**src/rtl/rtq_pkg.sv**
```systemverilog
package rtq_pkg;
  localparam int TIME_W = 32;
  localparam int WAKE_W = 24;
  localparam logic [WAKE_W-1:0] WAKE_MAX = '1;

  typedef enum logic {ST_IDLE = 1'b0, ST_WAIT = 1'b1} hstate_e;

  // signed distance from cur to rel, wrap-safe
  function automatic logic signed [TIME_W-1:0] time_left(input logic [TIME_W-1:0] rel,
                                                         input logic [TIME_W-1:0] cur);
    return $signed(rel - cur);
  endfunction

  // a strictly later than b
  function automatic logic runs_after(input logic [TIME_W-1:0] a, input logic [TIME_W-1:0] b);
    return time_left(a, b) > 0;
  endfunction

  // reload for the narrow down counter, left > 0 assumed
  function automatic logic [WAKE_W-1:0] wake_reload(input logic signed [TIME_W-1:0] left);
    logic [TIME_W-1:0] m1;
    if (left > $signed({{(TIME_W-WAKE_W){1'b0}}, WAKE_MAX})) return WAKE_MAX;
    m1 = left - 1;
    return m1[WAKE_W-1:0];
  endfunction
endpackage

```
**src/rtl/rtq_order_queue.sv**
```systemverilog
module rtq_order_queue
  import rtq_pkg::*;
#(
  parameter int NUM_TASKS = 8,
  parameter int TID_W = 3,
  parameter int CNT_W = 4
) (
  input  logic              clk,
  input  logic              rst_n,
  input  logic              pop_i,
  input  logic              enq_valid_i,
  input  logic [TID_W-1:0]  enq_task_i,
  input  logic [TIME_W-1:0] enq_time_i,
  output logic [TID_W-1:0]  head_task_o,
  output logic [TIME_W-1:0] head_time_o,
  output logic [CNT_W-1:0]  count_o,
  output logic [CNT_W-1:0]  count_next_o,
  output logic              enq_head_o,
  output logic              enq_err_o
);
  logic [TID_W-1:0]  q_tid [NUM_TASKS];
  logic [TIME_W-1:0] q_tim [NUM_TASKS];
  logic [TID_W-1:0]  b_tid [NUM_TASKS];
  logic [TIME_W-1:0] b_tim [NUM_TASKS];
  logic [TID_W-1:0]  n_tid [NUM_TASKS];
  logic [TIME_W-1:0] n_tim [NUM_TASKS];
  logic [NUM_TASKS-1:0] not_later, dup;
  logic [CNT_W-1:0] count, b_cnt, ins_pos;
  logic full, accept;

  // view of the queue after the head is taken
  assign b_cnt = count - CNT_W'(pop_i);

  for (genvar i = 0; i < NUM_TASKS; i++) begin : g_base
    if (i < NUM_TASKS - 1) begin : g_mid
      assign b_tid[i] = pop_i ? q_tid[i+1] : q_tid[i];
      assign b_tim[i] = pop_i ? q_tim[i+1] : q_tim[i];
    end else begin : g_last
      assign b_tid[i] = pop_i ? '0 : q_tid[i];
      assign b_tim[i] = pop_i ? '0 : q_tim[i];
    end
    assign not_later[i] = (CNT_W'(i) < b_cnt) && !runs_after(b_tim[i], enq_time_i);
    assign dup[i]       = (CNT_W'(i) < b_cnt) && (b_tid[i] == enq_task_i);
  end

  assign ins_pos = CNT_W'($countones(not_later));
  assign full    = (b_cnt == CNT_W'(NUM_TASKS));
  assign accept  = enq_valid_i && !full && !(|dup);

  for (genvar i = 0; i < NUM_TASKS; i++) begin : g_ins
    if (i == 0) begin : g_first
      assign n_tid[i] = (accept && ins_pos == '0) ? enq_task_i : b_tid[i];
      assign n_tim[i] = (accept && ins_pos == '0) ? enq_time_i : b_tim[i];
    end else begin : g_rest
      always_comb begin
        if (!accept || CNT_W'(i) < ins_pos) begin
          n_tid[i] = b_tid[i];
          n_tim[i] = b_tim[i];
        end else if (CNT_W'(i) == ins_pos) begin
          n_tid[i] = enq_task_i;
          n_tim[i] = enq_time_i;
        end else begin
          n_tid[i] = b_tid[i-1];
          n_tim[i] = b_tim[i-1];
        end
      end
    end
  end

  assign count_next_o = b_cnt + CNT_W'(accept);
  assign enq_head_o   = accept && (ins_pos == '0);
  assign head_task_o  = q_tid[0];
  assign head_time_o  = q_tim[0];
  assign count_o      = count;

  always_ff @(posedge clk) begin
    if (!rst_n) begin
      count     <= '0;
      enq_err_o <= 1'b0;
      for (int i = 0; i < NUM_TASKS; i++) begin
        q_tid[i] <= '0;
        q_tim[i] <= '0;
      end
    end else begin
      count     <= count_next_o;
      enq_err_o <= enq_valid_i && !accept;
      for (int i = 0; i < NUM_TASKS; i++) begin
        q_tid[i] <= n_tid[i];
        q_tim[i] <= n_tim[i];
      end
    end
  end
endmodule

```
**src/rtl/rtq_release_ctl.sv**
```systemverilog
module rtq_release_ctl
  import rtq_pkg::*;
#(
  parameter int TID_W = 3,
  parameter int CNT_W = 4
) (
  input  logic              clk,
  input  logic              rst_n,
  input  logic [TIME_W-1:0] now_i,
  input  logic              wake_irq_i,
  input  logic [TID_W-1:0]  head_task_i,
  input  logic [TIME_W-1:0] head_time_i,
  input  logic [CNT_W-1:0]  count_next_i,
  input  logic              enq_head_i,
  output logic              pop_o,
  output hstate_e           state_o,
  output logic              pend_valid_o,
  output logic [TID_W-1:0]  pend_task_o,
  output logic              tmr_load_o,
  output logic [WAKE_W-1:0] tmr_value_o
);
  logic chk, chk_next, expired, irq_ok, arm;
  logic signed [TIME_W-1:0] left;

  assign left     = time_left(head_time_i, now_i);
  assign expired  = (left <= 0);
  assign pop_o    = chk && expired;
  assign arm      = chk && !expired;
  assign irq_ok   = wake_irq_i && (state_o == ST_WAIT);
  assign chk_next = (count_next_i != '0) && (pop_o || enq_head_i || irq_ok);

  always_ff @(posedge clk) begin
    if (!rst_n) begin
      chk          <= 1'b0;
      state_o      <= ST_IDLE;
      pend_valid_o <= 1'b0;
      pend_task_o  <= '0;
      tmr_load_o   <= 1'b0;
      tmr_value_o  <= '0;
    end else begin
      chk          <= chk_next;
      state_o      <= (count_next_i != '0) ? ST_WAIT : ST_IDLE;
      pend_valid_o <= pop_o;
      pend_task_o  <= pop_o ? head_task_i : '0;
      tmr_load_o   <= arm;
      tmr_value_o  <= arm ? wake_reload(left) : '0;
    end
  end
endmodule

```
**src/rtl/release_timer_queue.sv**
```systemverilog
module release_timer_queue
  import rtq_pkg::*;
#(
  parameter int NUM_TASKS = 8,
  localparam int TID_W = (NUM_TASKS > 1) ? $clog2(NUM_TASKS) : 1,
  localparam int CNT_W = $clog2(NUM_TASKS + 1)
) (
  input  logic              clk,
  input  logic              rst_n,
  input  logic              enq_valid,
  input  logic [TID_W-1:0]  enq_task,
  input  logic [31:0]       enq_time,
  input  logic [31:0]       now,
  input  logic              wake_irq,
  output logic              pend_valid,
  output logic [TID_W-1:0]  pend_task,
  output logic              tmr_load,
  output logic [23:0]       tmr_value,
  output logic              enq_err
);
  logic              pop, enq_head;
  logic [TID_W-1:0]  head_task;
  logic [TIME_W-1:0] head_time;
  logic [CNT_W-1:0]  count, count_next;
  hstate_e           state;

  rtq_order_queue #(.NUM_TASKS(NUM_TASKS), .TID_W(TID_W), .CNT_W(CNT_W)) u_queue (
    .clk(clk), .rst_n(rst_n), .pop_i(pop),
    .enq_valid_i(enq_valid), .enq_task_i(enq_task), .enq_time_i(enq_time),
    .head_task_o(head_task), .head_time_o(head_time),
    .count_o(count), .count_next_o(count_next),
    .enq_head_o(enq_head), .enq_err_o(enq_err)
  );

  rtq_release_ctl #(.TID_W(TID_W), .CNT_W(CNT_W)) u_ctl (
    .clk(clk), .rst_n(rst_n), .now_i(now), .wake_irq_i(wake_irq),
    .head_task_i(head_task), .head_time_i(head_time),
    .count_next_i(count_next), .enq_head_i(enq_head),
    .pop_o(pop), .state_o(state),
    .pend_valid_o(pend_valid), .pend_task_o(pend_task),
    .tmr_load_o(tmr_load), .tmr_value_o(tmr_value)
  );
endmodule

```
**config.mk**
```make
export PLATFORM = sky130hd
export DESIGN_NAME = release_timer_queue
export DESIGN_NICKNAME = d
export VERILOG_FILES = /design/src/rtl/rtq_pkg.sv /design/src/rtl/rtq_order_queue.sv /design/src/rtl/rtq_release_ctl.sv /design/src/rtl/release_timer_queue.sv
export SDC_FILE = /design/constraint.sdc
export NUM_CORES = 2
export LEC_CHECK = 0
export ABC_AREA = 1
export BUFFER_PORTS_ARGS = -buffer_cell sky130_fd_sc_hd__buf_4
export CELL_PAD_IN_SITES_DETAIL_PLACEMENT = 1
export CELL_PAD_IN_SITES_GLOBAL_PLACEMENT = 1
export CORE_AREA = 2 2 289 262
export DETAILED_ROUTE_END_ITERATION = 6
export DIE_AREA = 0 0 291 264
export PLACE_DENSITY = 0.95
export RECOVER_POWER = 100
export SETUP_SLACK_MARGIN = 0.2
export SLEW_MARGIN = 10
export SYNTH_ARGS = -nofsm -noshare
export SYNTH_HDL_FRONTEND = slang
export SYNTH_SLANG_ARGS = --single-unit
```
**constraint.sdc**
```tcl
create_clock -name clk -period 17.8 [get_ports clk]
set_input_delay 0 -clock clk [delete_from_list [all_inputs] [get_ports clk]]
set_output_delay 0 -clock clk [all_outputs]
set_load 0.005 [all_outputs]
```
# After elaboration in Yosys (flattened, before gate mapping)
# Memory sizes are Yosys's and may differ from the RTL's.
# Cells that the tools add are included.
[word_totals]
n_memories = 2
reg_bits = 36
out_inout_bits = 30
ramBits = 280
in_bits = 71
[classes]
n_reduce_logical = 50
mux = 69
n_lt_le_gt_ge = 25
add_sub_neg = 19
bitwise = 16
eq_ne = 16
[memory_table]
columns = ["name", "words", "width", "rd", "rd_clocked_by_memory_dff", "wr", "line", "text"]
rows = [
  ["u_queue.q_tim", 8, 32, 8, 0, 8, "rtq_order_queue.sv:22", "logic [TIME_W-1:0] q_tim [NUM_TASKS];"],
  ["u_queue.q_tid", 8, 3, 8, 0, 8, "rtq_order_queue.sv:21", "logic [TID_W-1:0] q_tid [NUM_TASKS];"],
]
[ops]
columns = ["op", "count"]
rows = [
  ["$mux W32", 31],
  ["$sub A32 B32 Y32", 9],
  ["$gt A32 B1 Y1 const B", 8],
  ["$mux W3", 31],
  ["$mux W24", 2],
  ["$gt A32 B25 Y1 const B", 1],
  ["$le A32 B1 Y1 const B", 1],
  ["$lt A3 B4 Y1 const A", 8],
  ["$eq A3 B3 Y1", 8],
  ["$logic_and A1 B1 Y1", 24],
  ["$sub A24 B2 Y24 const B", 1],
  ["$eq A3 B4 Y1 const A", 4],
  ["$lt A2 B4 Y1 const A", 4],
  ["$or A1 B1 Y1", 16],
  ["$add A4 B4 Y4", 3],
  ["$logic_not A1 Y1", 12],
  ["$lt A1 B4 Y1 const A", 3],
  ["$logic_or A1 B1 Y1", 9],
  ["$add A1 B1 Y2", 4],
  ["$eq A2 B4 Y1 const A", 2],
  ["$reduce_or A8 Y1", 1],
  ["$mux W1", 5],
  ["$add A4 B1 Y4", 1],
  ["$eq A1 B4 Y1 const A", 1],
  ["5 further kinds", 6],
]

# Depth between registers and ports, before layout
# An unclocked memory read counts as a cell.
[logic_depth]
ltp_word = 17
mapped_depth = 65

# By module
# Synthesis repeated with hierarchy kept, for this count alone.
[unflattened]
hier_cells = 7861
area_unflattened_um2 = 41183.2
[by_module_without_submodules]
columns = ["mod", "cells_each", "area_per_inst_um2", "instances"]
rows = [
  ["rtq_order_queue", 7104, 37079.3, 1],
  ["rtq_release_ctl", 757, 4103.9, 1],
]

# Least setup slack after synthesis
# No wires, ideal clock.
[synth_path]
kind = "register -> register"
start = "memory u_queue.q_tim[0][0]"
end = "memory u_queue.q_tim[4][1], in the netlist u_queue.q_tim[1][1]"
setup_time_ns = 0.064
t_arrival_ns = 8.486
setup_slack_ns = 9.251
path_stages_with_launch = 55
t_required_ns = 17.736
cell_sequence = "dfxtp_1 -> inv_1 -> ha_1 -> inv_1 -> fa_1 -> nand3_1 -> nand3_2 -> nand2_1 -> nand2_1 -> xor2_1 -> nor2_2 -> nand3_1 -> nor2_1 -> nand3_2 -> nand2_4 -> nand3_4 -> buf_2 -> clkbuf_1 -> [19 not listed] -> nand2_1 -> a21oi_1 -> ha_1 -> fa_1 -> fa_1 -> ha_1 -> inv_1 -> fa_1 -> nor2_1 -> nand2_1 -> nor2_1 -> clkbuf_1 -> nand2_1 -> o21ai_0 -> inv_1 -> nand4_1 -> nand2_1 -> nor2_1"
[synth_lines]
columns = ["element", "line"]
rows = [
  ["from (decl)", "rtq_order_queue.sv:22"],
]

==> flow_summary.yaml <==
cts:
  cts_num_sinks: 316
  cts_tree: "built"
  cts-root-buf: "clkbuf_16"
  cts_resized: 0
  clk_pin_slew_ns: 0.06
  cts_buffer_depth: 3
  htreeDepth: 2
  insertion_delay_ns: 0.63
  numCtsBuffers: 43
  cts_setup_buffers: 0
routing:
  drtIter0Drc: 3797
  drt_wl_total_um: 150000
  drc_errors: 0
  dr_total_vias: 42700
  route.detailed.vias_per_inst: 5.91
  dr.pass1.iters: 6
  ant_nets: 0
  avgRoutedWirePerCell_um: 20.7
final_layout:
  drive_gt1_share_pct: 7.11
  fin_nets: 6606
  stdcell_count: 7230
  area_growth_pct: 8.24
  fillCellCount: 10700
  antenna_cells: 0
placed_design:
  dp.cells: 7113
  gp_congestion: 0.973
  dpl.hpwl_um: 110000
  io_buffers: 100
power:
  p_sw_share_pct: 58.4
  combPwrFrac_pct: 75.6
  ir_worst_vdd_mv: 0.395
  sequentialPowerShare_pct: 13.6
  p_per_area_nw_per_um2: 225
  leakagePower_uw: 0.0220
  p_sw_uw: 5090
  clock_power_share_pct: 10.8
  p_int_uw: 3630
synthesis:
  yosysUniqueCellTypes: 58
  synthSimpleGateAreaFrac_pct: 38.0
  synth_adder_area_share_pct: 11.0
  netlist_instances: 6277
  ys.flop_type: "dfxtp_1"
  synth_mux_area_share_pct: 0.0838
  syn_area_um2: 35800
  synthArstFlopShare_pct: 0
  synth.net_count: 6656
  synthXorXnorAreaFrac_pct: 4.08
  syn_avg_cell_area_um2: 5.71
  synth_edf_count: 0
  synth-compound-area-share_pct: 17.1
  synth-seq-area-share_pct: 17.7
  ys_warn_count: 0
  synth_top_family_by_area: "simple AND/OR/NAND/NOR gates"
  ys_ff_latch: 316
worst_hold_path:
  hold_end: "u_ctl.tmr_value_o[3]"
  hp-start: "now[0]"
  hold_path.class: "input port to flip-flop"
  holdPathStages: 4
die:
  die_x_um: 291
  die_h_um: 264
  fp.dieArea_um2: 76800
  core_area_um2: 74100
  initial_core_util_pct: 48.4
  pin_count: 101
  rows: 95
global_routing:
  grt_pass1_wl_um: 238000
  grt_pass1_vias: 44400
  grt_usage_pct: 38.0
  globalRouteOverflowTotal: 0
  grt_max_degree: 139
  grt_antenna_before_repair: 1
sta:
  relSlewSlack_pct: -154
  report.final.slew_viol_count: 124
  tns_ns: 0
  hold_viol: 0
  worst_pin_slew_ns: 3.81
  period_needed_ns: 14.99
  fmax_mhz: 66.7
  fin_skew_ns: 0.0512
  setup_viol: 0
  rsz0062_at_grt: "no"
  post-route-period-util_pct: 84.2
critical_path:
  path_max_fanout: 138
  crit_top_cell: "nand2_1"
  reg2reg_to: "u_queue.q_tim[1][55]"
  ff2ff_path_depth: 36
  ff2ff_setup_slack_ns: 2.81
  cp-end-kind: "flip-flop"
  cp-start-kind: "flip-flop"
  worstSetupPathType: "flip-flop to flip-flop"
  critPathRequiredTime_ns: 18.32
  slowest_stage: "clkbuf_1"
  r2r-start: "u_queue.q_tim[0][0]"
  slowest_delay_ns: 2.66
  critPathArrivalTime_ns: 15.51
flow_run:
  drv_cap: 2
run_status:
  violations: "capacitance limit, slew limit"
  outcome: "finished with violations"
critical path: cells and delay by family (launching register included):
kind	cells	cell delay [ns]
buffers and inverters	7	5.15
DFF	1	0.30
adders and majority gates	3	0.95
AOI/OAI and AO/OA	1	0.45
xor gates and xnor gates	1	0.56
and+or+nand+nor	24	7.28
through the flow:
step | total power, µW | hold WS, ns | utilization (%) | setup WS (ns) | instance area, µm²
6_report | 8720 | 0.0460 | 52.4 | 2.81 | 38800
3_3_place_gp | 7040 | 0.254 | 49.9 | 5.88 | 37000
5_1_grt | 9450 | 0.0342 | 52.4 | 2.06 | 38800
2_1_floorplan | 5730 | 0.119 | - | 9.25 | 35800
3_5_place_dp | 7370 | 0.262 | 49.9 | 5.37 | 37000
4_1_cts | 8410 | 0.0249 | 52.4 | 5.25 | 38800
cells in the mapped netlist, types with 13 or more instances:
library cell	number	area share [%]
o211ai_1	27	0.57
nor3_1	42	0.59
ha_1	295	10
a21boi_0	18	0.38
buf_2	40	0.56
or2_2	221	3.9
inv_1	864	9.1
a21o_1	25	0.52
nand3b_1	19	0.40
xor2_1	106	2.6
xnor2_1	61	1.5
nor4_1	18	0.31
a31oi_1	47	0.82
nand4_1	164	2.9
nand2_1	1716	18
nand3_1	180	2.5
clkbuf_1	199	2.1
dfxtp_1	316	18
o21ai_0	621	8.7
nor2_1	825	8.6
fa_1	13	0.73
a21oi_1	323	4.5
o21a_1	13	0.27
o21bai_1	22	0.46
sequential cells by signal, indices dropped and copies added, names as in the netlist:
register and count:
u_ctl.chk 1, u_ctl.pend_valid_o 1, u_queue.q_tim 256, u_queue.q_tid 24, u_queue.count_o 4, u_queue.enq_err_o 1, u_ctl.tmr_load_o 1, u_ctl.state_o 1
u_ctl.tmr_value_o 24, u_ctl.pend_task_o 3
routing by layer:
layer | routed length [µm] | up-vias | GRT usage [%]
met2 | 68000 | 1750 | 63.7
li1 | - | 20000 | -
met5 | 14 | - | 0
met3 | 11000 | 568 | 6.23
met1 | 62100 | 20400 | 46.8
met4 | 8640 | 2 | 20.3
kinds of logic (layout without fill, tap and decap cells):
group | count (synthesis) | in the layout
xor gates and xnor gates | 167 | 167
and+or+nand+nor | 3219 | 3219
muxes | 3 | 3
buffers and inverters | 1128 | 1111
DFF | 316 | 316
AOI/OAI and AO/OA | 1136 | 1136
adders and majority gates | 308 | 308
worst max-delay path by stage:
stage                              from                   end  slack [ns]  cells after the start
finish              u_queue.q_tim[0][0]  u_queue.q_tim[1][55]        2.81                     36
global route        u_queue.q_tim[0][0]  u_queue.q_tim[1][22]        2.06                     55
CTS                 u_queue.q_tim[0][0]  u_queue.q_tim[1][22]        5.25                     56
detailed placement  u_queue.q_tim[0][0]   u_queue.q_tim[1][0]        5.37                     56
global placement    u_queue.q_tim[0][0]   u_queue.q_tim[1][0]        5.88                     53
floorplan           u_queue.q_tim[0][0]   u_queue.q_tim[1][1]        9.25                     54
power groups by stage:
stage | sequential, µW | combinational [µW] | clock [µW]
2_1_floorplan | 1090 | 4640 | 0
3_3_place_gp | 1160 | 5880 | 0
3_5_place_dp | 1180 | 6200 | 0
4_1_cts | 1160 | 6310 | 930
5_1_grt | 1200 | 7280 | 967
6_report | 1190 | 6590 | 940
layout make-up:
type / count / area [µm²] / share of cell area [%]
clock buffers: 59 / 1240 / 3.19
clock inverters: 19 / 220 / 0.568
inverters: 869 / 3270 / 8.42
multi-input cells: 4833 / 25200 / 65.0
flip-flops and latches: 316 / 6330 / 16.3
well taps: 970 / 1210 / 3.13
repair buffers: 164 / 1330 / 3.43
cell usage in the layout (no fill, tap or decap), types with 25 or more instances in the layout:
cell / n
o21ai_0: 621
nand3_1: 179
clkbuf_4: 29
xor2_1: 106
dlygate4sd3_1: 39
a21o_1: 25
o211ai_1: 27
clkbuf_16: 43
nor2_1: 823
dfxtp_1: 316
ha_1: 295
inv_1: 863
a31oi_1: 47
buf_4: 93
xnor2_1: 61
nand4_1: 164
a21oi_1: 323
or2_2: 221
nand2_1: 1717
nor3_1: 40
repair_timing:
item | CTS | global route
hold buffers | 39 | 0
endpoints found under the setup margin | 0 | 0
hold endpoints to repair | 280 | 0
(Power assumes the default switching activity.)
